[src/rtl/ser_pkg.sv]
`timescale 1ns/1ps
package ser_pkg;

    localparam int DATA_W  = 18;
    localparam int FRAME_W = DATA_W + 2;
    localparam int SLOT_W  = $clog2(FRAME_W);
    localparam int PRBS_W  = 15;
    localparam int PEM_W   = 3;

    typedef enum logic [2:0] {
        MODE_OFF  = 3'd0,
        MODE_DIS  = 3'd1,
        MODE_LOCK = 3'd2,
        MODE_SYNC = 3'd3,
        MODE_BIST = 3'd4,
        MODE_DATA = 3'd5
    } tx_mode_e;

    typedef struct packed {
        logic pwr_ok;
        logic out_en;
        logic locked;
        logic sync_req;
        logic bist_sel;
    } ctrl_t;

    typedef struct packed {
        logic               drive;
        logic [FRAME_W-1:0] bits;
    } frame_t;

    // Priority resolution, highest first.
    function automatic tx_mode_e pick_mode(ctrl_t c);
        tx_mode_e m;
        if (!c.pwr_ok)        m = MODE_OFF;
        else if (!c.out_en)   m = MODE_DIS;
        else if (!c.locked)   m = MODE_LOCK;
        else if (c.sync_req)  m = MODE_SYNC;
        else if (c.bist_sel)  m = MODE_BIST;
        else                  m = MODE_DATA;
        return m;
    endfunction

    // Alignment payload: lower half ones, upper half zeros.
    function automatic logic [DATA_W-1:0] align_word();
        logic [DATA_W-1:0] w;
        for (int i = 0; i < DATA_W; i++) w[i] = (i < DATA_W/2);
        return w;
    endfunction

    function automatic logic [PRBS_W-1:0] prbs_step(logic [PRBS_W-1:0] s);
        return {s[PRBS_W-2:0], s[PRBS_W-1] ^ s[PRBS_W-2]};
    endfunction

    function automatic logic [DATA_W-1:0] prbs_fill(logic [PRBS_W-1:0] s);
        logic [DATA_W-1:0] w;
        logic [PRBS_W-1:0] t;
        t = s;
        for (int k = 0; k < DATA_W; k++) begin
            t    = prbs_step(t);
            w[k] = t[0];
        end
        return w;
    endfunction

    function automatic logic [PRBS_W-1:0] prbs_adv(logic [PRBS_W-1:0] s);
        logic [PRBS_W-1:0] t;
        t = s;
        for (int k = 0; k < DATA_W; k++) t = prbs_step(t);
        return t;
    endfunction

    function automatic frame_t make_frame(tx_mode_e m, logic [DATA_W-1:0] payload);
        frame_t f;
        f.drive = (m != MODE_OFF) && (m != MODE_DIS);
        f.bits  = f.drive ? {1'b0, payload, 1'b1} : '0;
        return f;
    endfunction

endpackage

[src/rtl/ser_slot_ctr.sv]
`timescale 1ns/1ps
module ser_slot_ctr
    import ser_pkg::*;
#(
    parameter int SLOTS = FRAME_W,
    localparam int CW   = $clog2(SLOTS)
) (
    input  logic          clk,
    input  logic          rst,
    output logic [CW-1:0] slot,
    output logic          last
);
    localparam logic [CW-1:0] LAST_SLOT = CW'(SLOTS - 1);

    always_ff @(posedge clk) begin
        if (rst)                slot <= '0;
        else if (slot == LAST_SLOT) slot <= '0;
        else                    slot <= slot + 1'b1;
    end

    assign last = (slot == LAST_SLOT);

    AST_SLOT_IN_RANGE: assert property (@(posedge clk) disable iff (rst)
        slot <= LAST_SLOT) else $error("slot counter out of range");

endmodule

[src/rtl/ser_lock_ctr.sv]
`timescale 1ns/1ps
module ser_lock_ctr #(
    parameter int LOCK_WORDS = 512,
    localparam int CNT_W     = $clog2(LOCK_WORDS + 1)
) (
    input  logic clk,
    input  logic rst,
    input  logic pwr_ok,
    input  logic tick,
    output logic locked
);
    localparam logic [CNT_W-1:0] DONE = CNT_W'(LOCK_WORDS);

    logic [CNT_W-1:0] cnt;

    always_ff @(posedge clk) begin
        if (rst || !pwr_ok)          cnt <= '0;
        else if (tick && cnt != DONE) cnt <= cnt + 1'b1;
    end

    assign locked = (cnt == DONE);

    AST_LOCK_KEPT: assert property (@(posedge clk) disable iff (rst)
        (locked && pwr_ok) |=> locked) else $error("lock lost while powered");

    AST_LOCK_STEP: assert property (@(posedge clk) disable iff (rst)
        (!tick && pwr_ok) |=> $stable(cnt)) else $error("lock count moved off tick");

endmodule

[src/rtl/ser_prbs15.sv]
`timescale 1ns/1ps
module ser_prbs15
    import ser_pkg::*;
#(
    parameter logic [PRBS_W-1:0] SEED = 15'h7FFF
) (
    input  logic              clk,
    input  logic              rst,
    input  logic              restart,
    input  logic              advance,
    output logic [DATA_W-1:0] word
);
    logic [PRBS_W-1:0] state;

    always_ff @(posedge clk) begin
        if (rst || restart) state <= SEED;
        else if (advance)   state <= prbs_adv(state);
    end

    assign word = prbs_fill(state);

    AST_PRBS_NONZERO: assert property (@(posedge clk) disable iff (rst)
        state != '0) else $error("prbs register reached zero");

endmodule

[src/rtl/ser_shifter.sv]
`timescale 1ns/1ps
module ser_shifter
    import ser_pkg::*;
(
    input  logic             clk,
    input  logic             rst,
    input  logic             pwr_ok,
    input  logic             load,
    input  frame_t           frame_in,
    input  logic [PEM_W-1:0] pem_in,
    output logic             ser_out,
    output logic             drive,
    output logic [PEM_W-1:0] pem_out
);
    logic [FRAME_W-1:0] sh;

    always_ff @(posedge clk) begin
        if (rst || !pwr_ok) begin
            sh      <= '0;
            drive   <= 1'b0;
            pem_out <= '0;
        end else if (load) begin
            sh      <= frame_in.bits;
            drive   <= frame_in.drive;
            pem_out <= frame_in.drive ? pem_in : '0;
        end else begin
            sh      <= sh >> 1;
        end
    end

    assign ser_out = sh[0];

    AST_QUIET_WHEN_UNDRIVEN: assert property (@(posedge clk) disable iff (rst)
        !drive |-> (!ser_out && pem_out == '0)) else $error("undriven lane not quiet");

endmodule

[src/rtl/emb_ser_chan.sv]
`timescale 1ns/1ps
module emb_ser_chan
    import ser_pkg::*;
#(
    parameter int                LOCK_WORDS = 512,
    parameter logic [PRBS_W-1:0] PRBS_SEED  = 15'h7FFF
) (
    input  logic              clk,
    input  logic              rst,
    input  logic [DATA_W-1:0] din,
    input  logic              pwr_run,
    input  logic              out_en,
    input  logic              sync_req,
    input  logic              bist_sel,
    input  logic [PEM_W-1:0]  pem_sel,
    output logic              word_tick,
    output logic              ser_out,
    output logic              ser_oe,
    output logic              locked,
    output logic [PEM_W-1:0]  pem_lvl
);
    logic [SLOT_W-1:0] slot;
    logic              last;
    logic [DATA_W-1:0] prbs_word;
    logic [DATA_W-1:0] payload;
    ctrl_t             ctrl;
    tx_mode_e          mode;
    frame_t            frame;

    ser_slot_ctr #(.SLOTS(FRAME_W)) u_slot (
        .clk  (clk),
        .rst  (rst),
        .slot (slot),
        .last (last)
    );

    ser_lock_ctr #(.LOCK_WORDS(LOCK_WORDS)) u_lock (
        .clk    (clk),
        .rst    (rst),
        .pwr_ok (pwr_run),
        .tick   (last),
        .locked (locked)
    );

    always_comb begin
        ctrl.pwr_ok   = pwr_run;
        ctrl.out_en   = out_en;
        ctrl.locked   = locked;
        ctrl.sync_req = sync_req;
        ctrl.bist_sel = bist_sel;
        mode          = pick_mode(ctrl);
        case (mode)
            MODE_LOCK, MODE_SYNC: payload = align_word();
            MODE_BIST:            payload = prbs_word;
            MODE_DATA:            payload = din;
            default:              payload = '0;
        endcase
        frame = make_frame(mode, payload);
    end

    ser_prbs15 #(.SEED(PRBS_SEED)) u_prbs (
        .clk     (clk),
        .rst     (rst),
        .restart (!pwr_run || (last && mode != MODE_BIST)),
        .advance (last && mode == MODE_BIST),
        .word    (prbs_word)
    );

    ser_shifter u_shift (
        .clk      (clk),
        .rst      (rst),
        .pwr_ok   (pwr_run),
        .load     (last),
        .frame_in (frame),
        .pem_in   (pem_sel),
        .ser_out  (ser_out),
        .drive    (ser_oe),
        .pem_out  (pem_lvl)
    );

    assign word_tick = last;

    AST_START_SLOT: assert property (@(posedge clk) disable iff (rst)
        (slot == '0 && ser_oe) |-> ser_out) else $error("start bit missing");

    AST_STOP_SLOT: assert property (@(posedge clk) disable iff (rst)
        (last && ser_oe) |-> !ser_out) else $error("stop bit missing");

    AST_OE_HELD_IN_FRAME: assert property (@(posedge clk) disable iff (rst)
        (slot != '0 && pwr_run && $past(pwr_run)) |-> $stable(ser_oe)) else $error("oe moved mid-frame");

    AST_PD_QUIET: assert property (@(posedge clk) disable iff (rst)
        !pwr_run |=> (!ser_oe && !locked && pem_lvl == '0)) else $error("power-down not quiet");

    AST_LOCKING_DRIVES: assert property (@(posedge clk) disable iff (rst)
        (last && !locked && pwr_run && out_en) |=> (ser_oe && ser_out)) else $error("locking frame not driven");

endmodule

[config.mk]
export PLATFORM = sky130hd
export DESIGN_NAME = emb_ser_chan
export DESIGN_NICKNAME = d
export VERILOG_FILES = /design/src/rtl/ser_pkg.sv /design/src/rtl/ser_slot_ctr.sv /design/src/rtl/ser_lock_ctr.sv /design/src/rtl/ser_prbs15.sv /design/src/rtl/ser_shifter.sv /design/src/rtl/emb_ser_chan.sv
export SDC_FILE = /design/constraint.sdc
export NUM_CORES = 1
export LEC_CHECK = 0
export BUFFER_PORTS_ARGS = -buffer_cell sky130_fd_sc_hd__buf_2
export CAP_MARGIN = 20
export CORE_ASPECT_RATIO = 1.1
export CORE_MARGIN = 4
export CORE_UTILIZATION = 48
export DETAILED_ROUTE_END_ITERATION = 10
export PLACE_DENSITY_LB_ADDON = 0.15
export SLEW_MARGIN = 15
export SYNTH_ARGS = -nofsm -noshare
export SYNTH_HDL_FRONTEND = slang
export SYNTH_SLANG_ARGS = --single-unit
[constraint.sdc]
create_clock -name clk -period 3.4 [get_ports clk]
set_input_delay 0.51 -clock clk [delete_from_list [all_inputs] [get_ports clk]]
set_output_delay 0.51 -clock clk [all_outputs]
set_load 0.1 [all_outputs]
### After elaboration in Yosys (flattened, before gate mapping)

Cells that the tools add are included.

* register bits: 54
* output and inout port bits: 7

* add/subtract/negate cells: 2
* equal/unequal tests: 9
* mux-type cells: 9
* bitwise logic cells: 19
* reduce and logical (&&, ||, !) cells: 12

Operators with widths (count)
* $pmux 18 s3: 1
* $mux 19: 2
* $xor 1x1->1: 18
* $mux 3: 5
* $add 10x1->10 const B: 1
* $eq 10x10->1 const B: 1
* $ne 10x10->1 const B: 1
* $eq 3x2->1 const B: 2
* $eq 3x3->1 const B: 2
* $reduce_or 2->1: 3
* $add 5x1->5 const B: 1
* $eq 5x5->1 const B: 1
* $logic_and 1x1->1: 4
* $logic_or 1x1->1: 3
* $ne 3x1->1 const B: 1
* $ne 3x3->1 const B: 1
* $reduce_bool 3->1: 1
* $logic_not 1->1: 1
* $mux 1: 1
* $not 1->1: 1

### Longest topological paths before layout

Gate-level depths: netlist of the first run.

* depth in word-level cells: 10
* depth in mapped cells: 8

### By module

Synthesis of the first run repeated with hierarchy kept, for this count alone.

* cell total of the unflattened synthesis: 286
* area, all modules: 2783.9 sq um

Modules (own cells, without submodules)
* ser_shifter: instances 1, cells an instance 82, area each 904.6 sq um, seq. area each 480.5 sq um
* ser_prbs15: instances 1, cells an instance 73, area each 798.3 sq um, seq. area each 300.3 sq um
* ser_lock_ctr: instances 1, cells an instance 60, area each 515.5 sq um, seq. area each 200.2 sq um
* emb_ser_chan: instances 1, cells an instance 49, area each 350.3 sq um, seq. area each 0.0 sq um
* ser_slot_ctr: instances 1, cells an instance 22, area each 215.2 sq um, seq. area each 100.1 sq um

### Least setup slack after synthesis of the first run

OpenSTA, ideal clock, no wires.

* path kind: reg-to-output
* from: reg u_slot.slot[0]
* to: out word_tick
* arrival time: 1312 ps
* data required time: 2890 ps
* slack: 1578 ps
* cell stages (with the launch flop): 5
* cells stage by stage: dfxtp_1 ha_1 nand4bb_4 inv_2 buf_2

* word-level cells in the longest chain between the ends: 1

Ends and longest elaborated chain
* from (decl): line ser_slot_ctr.sv:10 `output logic [CW-1:0] slot,`
* from (signal assigned): line ser_slot_ctr.sv:18 `else slot <= slot + 1'b1;`
* $eq 5x5->1: line ser_slot_ctr.sv:21 `assign last = (slot == LAST_SLOT);`
* to (decl): line emb_ser_chan.sv:16 `output logic word_tick,`

No other way between the ends.

### Worst setup path in the final report of the first run

Ends and elaborated chain as after synthesis.

==> impl_metrics.yaml, run 1 <==
floorplanning:
  dieHeight_um: 82.5
  die_area_um2: 6240
  io-pin-count: 34
  std_cell_rows: 26
  placeableCoreArea_um2: 4750
  die_x_um: 75.7
  initial_cell_density_of_the_core_pct: 50.9
cells_and_area:
  layout.cell_area.non_filler_um2: 2690
  filler_cell_count: 447
  diodes: 0
  regArea_um2: 1060
  layout.cells.most_common: "dfxtp_1"
  final_layout_size_suffix_gt1_share_pct: 20.0
  area_growth_pct: 11.4
  finish.cell_count_without_fillers: 346
  commonest_cells_after_routing_fill_and_taps_aside: "dfxtp_1 (53), nand2_1 (37), buf_2 (33)"
  area_of_combinational_cells_with_multiple_inputs_um2: 1250
  fin_nets: 319
  fin_util_pct: 56.7
grt:
  number_of_global_route_vias_before_repair: 1652
  antenna_found_initial: 0
  largest_net_degree_at_the_start_of_global_routing: 18
  global_route.overflow_total: 0
  wire_length_of_the_first_global_routing_pass_um: 8000
  gr-usage-all-layers_pct: 16.7
timing:
  postLayoutSetupSlackWorst_ps: 872
  final.min_clock_period_ps: 2530
  max_transition_viols_final: 0
  setup_total_negative_slack_ps: 0
  timing.final.hold_violations: 0
  endpoints_failing_setup: 0
  fin_skew_ps: 3.86
  worst-slew-pin-transition_ps: 885
  worst_hold_slack_ps: 433
  min_period_over_period_pct: 74.4
  rsz0062_at_grt: "false"
  timing.fmax_mhz: 396
  max_slew_margin_pct: 40.2
setup_path:
  critPathLaunch: "u_slot.slot[0]$_SDFF_PP0_"
  critical_path_class: "register to primary output"
  cp_data_arrival_time_ps: 2020
  worst_r2r_startpoint: "u_slot.slot[0]$_SDFF_PP0_"
  cp_top_family: "buffers and inverters"
  critical-path-slowest-cell: "buf_2"
  rrSetupSlack_ps: 1200
  timing.critical_path.required_ps: 2890
  worst_setup_path_start_kind: "register"
  reg2reg_depth: 5
  r2r_end: "u_prbs.state[14]$_SDFFE_PP1P_"
  cp.buffers_inverters: 2
  timing.critical_path.depth: 4
  critical_path.endpoint_type: "primary output"
  critical_path.cell_chain: "ha_1 -> nand4bb_4 -> inv_2 -> buf_2"
  worst-path-max-fanout: 15
  max_stage_delay_ps: 490
power:
  share_comb_of_total_power_pct: 4.5
  report.power.total_mw: 1.11
  power_density_nw_per_um2: 411
  power_switching_share_pct: 20.2
  vdd.ir_drop.worst_mv: 0.225
  power.switching_uw: 224
  power.share.sequential_pct: 56.5
  share_of_power_burned_in_the_clock_network_pct: 38.9
  p_int_uw: 883
  total_leakage_power_nw: 0.952
flow_run:
  max-cap-violations: 0
place:
  post-place-ws_ps: 1100
  place.detailed.hpwl_um: 3680
  port-buffer-count: 33
  finalWeightedCongestion: 0.772
  postPlaceCellArea_um2: 2580
  placed_cells_incl_taps: 338
clock_network:
  cts_htree_levels: 2
  clkLatencyLatePin_ps: 300
  cts.sinks: 53
  cts-resized-gates: 0
  cts_tree: "built"
  clk_transition_reported_paths_ps: 80
  cts_post_setup_buffers_inserted: 0
  numCtsBuffers: 5
  clock_path_buffers: 2
  post_cts_hold_buffer_count: 0
  clock_root_buffer: "clkbuf_8"
logic_synthesis:
  syn-mean-instance-area_um2: 9.16
  yosys.area_share.simple_pct: 20.3
  ys.warnings.count: 0
  synth.net_count: 294
  synth-seq-area-share_pct: 43.9
  synth_seq_cells: 53
  synth-compound-area-share_pct: 19.2
  postSynthCellCount: 264
  netlist-cell-type-count: 41
  combinational_family_with_the_most_area_after_synthesis: "simple AND/OR/NAND/NOR gates"
  post_synth_xor_area_fraction_pct: 9.78
  muxShareOfSynthArea_pct: 0.414
  post_synth_adder_cell_area_pct: 1.55
  synth.cell_area_um2: 2420
routing:
  routed_via_density: 5.46
  routed_wire_length_per_instance_um: 14.4
  num_vias: 1890
  wl_um: 4970
  initialDrtViolationCount: 151
  drt_first_pass_iters: 4
  detail_route.drc_violations: 0
  route.antenna.remaining_nets: 0
hold_path:
  holdPathEnd: "u_shift.sh[17]$_SDFF_PP0_"
  holdPathStages: 2
  min-delay-path-class: "register to register"
  min-delay-start: "u_shift.sh[18]$_SDFF_PP0_"
status:
  outcome: "completed"
==> flip-flops by register name (all words and copies together), names as in the netlist <==
signal,cells
u_shift.sh,19
u_shift.drive,1
u_slot.slot,5
u_shift.pem_out,3
u_lock.cnt,10
u_prbs.state,15
==> worst min-delay path, stage by stage (launching register included) <==
cell     delay (ps)
dfxtp_1         300
nand2_1          40
o21ai_1          50
==> power groups by stage <==
stage / Sequential [mW] / Clock [mW] / Combinational, mW
detailed placement: 0.640 / 0 / 0.0501
finish: 0.626 / 0.431 / 0.0502
global route: 0.626 / 0.471 / 0.0561
floorplan: 0.640 / 0 / 0.0288
global placement: 0.640 / 0 / 0.0494
CTS: 0.626 / 0.444 / 0.0501
==> cells by family after synthesis <==
family / Yosys count
adders and majority gates: 3
DFF: 53
and+or+nand+nor: 96
buffers and inverters: 22
muxes: 1
AOI/OAI and AO/OA: 62
xor gates and xnor gates: 27
==> synthesized netlist by cell type, drive strengths merged <==
cell type | number | area [um2]
nor2 | 26 | 100
or3 | 2 | 12.5
a21oi | 22 | 148
mux2i | 1 | 10.0
xnor2 | 20 | 175
nand4bb | 1 | 27.5
and3 | 2 | 17.5
and4b | 1 | 10.0
and4 | 3 | 26.3
nand3 | 6 | 30.0
nor2b | 2 | 12.5
o41a | 8 | 90.1
ha | 3 | 37.5
nor3b | 2 | 15.0
a22o | 9 | 78.8
inv | 4 | 15.0
a32o | 1 | 10.0
o31ai | 1 | 7.51
clkbuf | 5 | 18.8
nor3 | 6 | 30.0
dfxtp | 53 | 1060
o21ai | 10 | 50.0
xor2 | 7 | 61.3
clkinv | 1 | 3.75
nand4 | 5 | 31.3
nor4bb | 1 | 10.0
nand2b | 1 | 6.26
nor4b | 1 | 23.8
buf | 12 | 78.8
o211ai | 6 | 45.0
a31oi | 1 | 6.26
nand2 | 37 | 139
a22oi | 4 | 30.0
==> how the worst max path moves through the flow <==
stage | slack (ps) | to
2_1_floorplan | 1580 | word_tick
3_3_place_gp | 1170 | u_prbs.state[14]$_SDFFE_PP1P_
3_5_place_dp | 1100 | u_prbs.state[3]$_SDFFE_PP1P_
4_1_cts | 850 | word_tick
5_1_grt | 740 | word_tick
6_report | 870 | word_tick
==> area by class of cell <==
cell class,instances,share of cell area (%)
well taps,56,2.60
repair buffers,35,6.69
multi-input cells,189,46.3
inverters,5,0.697
clock buffers,7,3.20
clock inverters,1,1.11
flip-flops and latches,53,39.4
==> layer usage <==
metal	GRT usage, %	vias to the layer above	wire length, um
li1	-	974	-
met1	23.0	864	2380
met2	26.1	46	2250
met3	3.75	6	272
met4	4.90	0	70
met5	0	-	0
Power figures use the tool's default switching activity.
==> inputs of run 2 (changes only) <==
Clock period 3.4 ns to 2.1 ns, I/O delays scaled along.
==> impl_metrics.yaml, run 2 (synthesis gave the netlist of run 1 again) <==
grt:
  largest_net_degree_at_the_start_of_global_routing: 18
  number_of_global_route_vias_before_repair: 1721
  global_route.overflow_total: 0
  wire_length_of_the_first_global_routing_pass_um: 8200
  antenna_found_initial: 0
  gr-usage-all-layers_pct: 17.1
clock_network:
  numCtsBuffers: 5
  cts_tree: "built"
  cts_htree_levels: 2
  clock_path_buffers: 2
  post_cts_hold_buffer_count: 0
  cts.sinks: 53
  clk_transition_reported_paths_ps: 90
  clkLatencyLatePin_ps: 300
  clock_root_buffer: "clkbuf_8"
timing:
  max_transition_viols_final: 0
  worst-slew-pin-transition_ps: 697
  fin_skew_ps: 6.96
  timing.final.hold_violations: 0
  endpoints_failing_setup: 0
  max_slew_margin_pct: 53.5
  postLayoutSetupSlackWorst_ps: 143
  final.min_clock_period_ps: 1960
  min_period_over_period_pct: 93.2
  timing.fmax_mhz: 511
  worst_hold_slack_ps: 278
  rsz0062_at_grt: "false"
  setup_total_negative_slack_ps: 0
power:
  power_density_nw_per_um2: 615
  total_leakage_power_nw: 0.998
  vdd.ir_drop.worst_mv: 0.310
floorplanning:
  placeableCoreArea_um2: 4750
  die_area_um2: 6240
  die_x_um: 75.7
  io-pin-count: 34
  std_cell_rows: 26
  dieHeight_um: 82.5
  initial_cell_density_of_the_core_pct: 50.9
setup_path:
  critical_path_class: "register to primary output"
  critical_path.endpoint_type: "primary output"
  timing.critical_path.required_ps: 1780
  cp_data_arrival_time_ps: 1640
  rrSetupSlack_ps: 310
  worst-path-max-fanout: 12
  worst_setup_path_start_kind: "register"
cells_and_area:
  layout.cell_area.non_filler_um2: 2790
  layout.cells.most_common: "dfxtp_1"
  area_growth_pct: 15.5
  final_layout_size_suffix_gt1_share_pct: 23.0
  fin_util_pct: 58.8
  largest_registers: "u_shift.sh (19), u_prbs.state (15), u_lock.cnt (10)"
  top_register: "u_shift.sh"
  fin_nets: 329
  commonest_cells_after_routing_fill_and_taps_aside: "dfxtp_1 (53), nand2_1 (37), buf_2 (31)"
  largest_register_ffs: 19
  diodes: 0
routing:
  routed_via_density: 5.40
  route.antenna.remaining_nets: 0
  num_vias: 1921
  routed_wire_length_per_instance_um: 13.9
  detail_route.drc_violations: 0
  initialDrtViolationCount: 84
  drt_first_pass_iters: 4
  wl_um: 4940
flow_run:
  max-cap-violations: 0
place:
  place.detailed.hpwl_um: 3610
  post-place-ws_ps: 256
  finalWeightedCongestion: 0.796
  postPlaceCellArea_um2: 2640
  port-buffer-count: 33
hold_path:
  min-delay-path-class: "input pin to register"
status:
  outcome: "completed"
-- run 2: cell count changes in the layout (fill, tap and decap cells not counted) --
cell       change
inv_6          +1
bufinv_16      -1
clkbuf_1       -1
buf_12         +2
buf_4          +9
buf_6          +1
clkinv_2       +1
clkbuf_8       +1
buf_2          -2
inv_2          -1
-- run 2: final cells by class --
cell class | instances | area (um2)
Clock buffer | 7 | 96.3
Clock inverter | 1 | 5.00
Fill cell | 447 | 1960
Inverter | 5 | 23.8
Multi-Input combinational cell | 189 | 1250
Sequential cell | 53 | 1060
Tap cell | 56 | 70.1
Timing Repair Buffer | 45 | 289
-- run 2: through the flow --
stage                     cells  power [mW]
after floorplan             264        1.08
after global placement      343        1.12
after detailed placement    343        1.12
after CTS                   351        1.73
after global routing        356        1.78
final                       356        1.72
-- run 2: layer usage --
layer / track usage, % / vias to the layer above / wire length, um
li1: - / 994 / -
met1: 25.1 / 880 / 2500
met2: 24.5 / 38 / 2090
met3: 3.51 / 9 / 264
met4: 6.29 / 0 / 86
met5: 0 / - / 0
-- run 2: path summary, 6_finish.rpt --
path / startpoint / end / cells after the start
max reg2reg: u_lock.cnt[0]$_SDFFE_PP0P_ / u_shift.sh[5]$_SDFF_PP0_ / 6
min: rst / u_slot.slot[3]$_SDFF_PP0_ / 2
max: u_slot.slot[0]$_SDFF_PP0_ / word_tick / 5
min reg2reg: u_shift.sh[12]$_SDFF_PP0_ / u_shift.sh[11]$_SDFF_PP0_ / 2
-- run 2: report_power, final --
| part | switching (mW) | internal, mW |
|---|---|---|
| Combinational | 0.0489 | 0.0352 |
| Clock | 0.322 | 0.299 |
| Sequential | 0.00387 | 1.01 |
| Total | 0.375 | 1.34 |
-- run 2: critical path, stage by stage, from the launching register on --
cell       delay (ps)
dfxtp_1           370
ha_1              280
nand4bb_4         210
inv_6             150
buf_4             150
buf_12            170
-- run 2: repair_timing --
item	CTS	global route
resized for setup	2	2
pin swaps	0	1
endpoints found under the setup margin	2	2
setup buffers	0	5
==> inputs of run 3 (changes only) <==
Settings changed: CTS_BUF_LIST set to sky130_fd_sc_hd__clkbuf_4, SYNTH_HIERARCHICAL set to 1.
==> impl_metrics.yaml, run 3 <==
status:
  outcome: "completed"
timing:
  postLayoutSetupSlackWorst_ps: 157
  timing.final.hold_violations: 0
  rsz0062_at_grt: "false"
  timing.fmax_mhz: 515
  final.min_clock_period_ps: 1940
  endpoints_failing_setup: 0
  fin_skew_ps: 8.11
  worst_hold_slack_ps: 189
  max_transition_viols_final: 0
  min_period_over_period_pct: 92.5
setup_path:
  r2r_end: "u_prbs/state[12]$_SDFFE_PP1P_"
  worst-path-max-fanout: 15
  critPathLaunch: "u_lock/cnt[0]$_SDFFE_PP0P_"
  reg2reg_depth: 7
  critical_path_class: "register to register"
  worst_r2r_startpoint: "u_lock/cnt[0]$_SDFFE_PP0P_"
  critical_path.cell_chain: "inv_2 -> ha_4 -> nor4b_4 -> and3_4 -> and4b_1 -> o21ai_4 -> a2111o_1"
  rrSetupSlack_ps: 160
  worst_setup_path_start_kind: "register"
  max_stage_delay_ps: 390
  critical-path-slowest-cell: "dfxtp_4"
  critical_path.endpoint_type: "register"
  timing.critical_path.required_ps: 2370
  cp_data_arrival_time_ps: 2210
cells_and_area:
  layout.cells.most_common: "dfxtp_1"
  finish.cell_count_without_fillers: 398
  diodes: 0
  largest_register_ffs: 20
  layout.cell_area.non_filler_um2: 3140
  area_growth_pct: 12.8
  largest_registers: "u_shift/sh (20), u_prbs/state (15), u_lock/cnt (10)"
  top_register: "u_shift/sh"
  fin_nets: 352
  commonest_cells_after_routing_fill_and_taps_aside: "dfxtp_1 (52), mux2i_1 (41), nor2_1 (38)"
  final_layout_size_suffix_gt1_share_pct: 22.0
clock_network:
  clk_transition_reported_paths_ps: 150
  clock_path_buffers: 2
  clkLatencyLatePin_ps: 370
  numCtsBuffers: 5
  cts_htree_levels: 2
  clock_root_buffer: "clkbuf_4"
  cts_tree: "built"
  cts.sinks: 54
floorplanning:
  io-pin-count: 34
  dieHeight_um: 87.9
  die_area_um2: 7080
  die_x_um: 80.6
  std_cell_rows: 28
  placeableCoreArea_um2: 5500
  initial_cell_density_of_the_core_pct: 50.6
hold_path:
  holdPathStages: 3
  min-delay-path-class: "input pin to register"
  min-delay-start: "pem_sel[0]"
  holdPathEnd: "u_shift/pem_out[0]$_SDFFE_PP0P_"
routing:
  routed_via_density: 5.27
  drt_first_pass_iters: 4
  detail_route.drc_violations: 0
  routed_wire_length_per_instance_um: 14.3
  initialDrtViolationCount: 125
  wl_um: 5680
  num_vias: 2097
  route.antenna.remaining_nets: 0
logic_synthesis:
  synth_common_cells: "dfxtp_1 (54), mux2i_1 (41), nor2_1 (39)"
  synth_largest_type_area_fraction_pct: 38.8
  synth_most_common_cell: "dfxtp_1"
  netlist_top_cells_area: "dfxtp_1 (39%), mux2i_1 (15%), xor2_1 (6.3%)"
  synth-compound-area-share_pct: 11.3
  yosysTopAreaCell: "dfxtp_1"
  synth_top_flop_cell: "dfxtp_1"
  muxShareOfSynthArea_pct: 14.7
  synth.cell_area_um2: 2780
  post_synth_adder_cell_area_pct: 1.35
  postSynthCellCount: 286
  combinational_family_with_the_most_area_after_synthesis: "simple AND/OR/NAND/NOR gates"
  synth_seq_cells: 54
  yosys.area_share.simple_pct: 19.5
  synth.net_count: 316
  post_synth_xor_area_fraction_pct: 7.42
  ys.warnings.count: 6
  netlist-cell-type-count: 42
  ys_async_sr_fraction_pct: 0
  syn-mean-instance-area_um2: 9.73
  synth-edff-count: 0
  synth-seq-area-share_pct: 38.8
grt:
  antenna_found_initial: 0
  gr-usage-all-layers_pct: 17.5
  largest_net_degree_at_the_start_of_global_routing: 30
  number_of_global_route_vias_before_repair: 2023
  global_route.overflow_total: 0
  wire_length_of_the_first_global_routing_pass_um: 9490
place:
  finalWeightedCongestion: 0.868
  post-place-ws_ps: 131
  postPlaceCellArea_um2: 3050
  place.detailed.hpwl_um: 4080
  placed_cells_incl_taps: 387
  port-buffer-count: 33
power:
  power_density_nw_per_um2: 507
  total_leakage_power_nw: 1.15
  vdd.ir_drop.worst_mv: 0.273
flow_run:
  max-cap-violations: 0
run 3: changes by cell type in the layout (fill, tap and decap cells not counted), sizes merged, moves of 6 or more:
cell / before / now
a22o: 9 / 0
o41a: 8 / 0
mux2i: 1 / 41
nor2: 26 / 39
nor2b: 2 / 16
nor3: 6 / 0
a2111o: 0 / 14
xor2: 7 / 20
xnor2: 20 / 1
nand2: 37 / 11
run 3: cells by family (layout without fill, tap and decap cells):
family                   count (synthesis)  in the layout
multiplexers                            41             41
XOR/XNOR                                22             22
buffers and inverters                   25             62
other                                    1              1
adder cells (fa/ha/maj)                  3              3
flip-flops                              54             54
AND/OR/NAND/NOR                         98             98
AO/OA/AOI/OAI                           42             42
run 3: stage by stage:
| step | TNS (ps) | power (mW) | util [%] |
|---|---|---|---|
| finish | 0 | 1.59 | 57.1 |
| global route | 0 | 1.68 | 57.1 |
| CTS | 0 | 1.62 | 56.5 |
| detailed placement | 0 | 1.16 | 55.5 |
| global placement | 0 | 1.16 | 55.5 |
| floorplan | -173 | 1.12 | - |
run 3: worst max-delay path by stage:
stage               slack (ps)                             to  cells past startpoint
floorplan                  -10   u_prbs/state[0]$_SDFFE_PP1P_                      8
global placement           170   u_prbs/state[2]$_SDFFE_PP1P_                      7
detailed placement         130  u_prbs/state[13]$_SDFFE_PP1P_                      7
CTS                         20                      word_tick                      4
global route                20   u_prbs/state[6]$_SDFFE_PP1P_                      9
finish                     160  u_prbs/state[12]$_SDFFE_PP1P_                      7
run 3: layout make-up:
| cell class | instances | area, um2 |
|---|---|---|
| inverter | 9 | 33.8 |
| clock buffer | 6 | 45.0 |
| sequential | 54 | 1090 |
| clock inverter | 2 | 8.76 |
| fill | 515 | 2360 |
| timing repair buffer | 45 | 302 |
| multi-input combinational | 207 | 1570 |
| tap | 75 | 93.8 |
run 3: report_power, final:
part           leakage, nW  total [mW]  internal, mW  switching, mW
sequential           0.437        1.03          1.03        0.00429
combinational        0.678       0.108        0.0474         0.0604
clock               0.0331       0.452         0.140          0.312
total                 1.15        1.59          1.22          0.377
run 3: worst max-delay path, delay by kind of cell, from the launching register on:
family	cells	cell delay (ps)
compound gates	2	510
fa+ha+maj	1	110
buf+inv	1	70
flops	1	390
simple gates	3	750
run 3: per-layer routing:
metal  vias to the layer above  track usage (%)  share of wire (%)
met3                         9             4.42                5.7
li1                       1073                -                  -
met1                       966             22.1                 46
met2                        49             28.1                 46
met4                         0             8.14                2.6
met5                         -                0                  0
run 3: timing repair:
action                                  CTS  global route
hold buffers                              0             0
hold endpoints to repair                  0             0
pin swaps                                 0             1
resized for setup                         1             1
endpoints found under the setup margin    1            13
cloned                                    0             0
setup buffers                             0             3
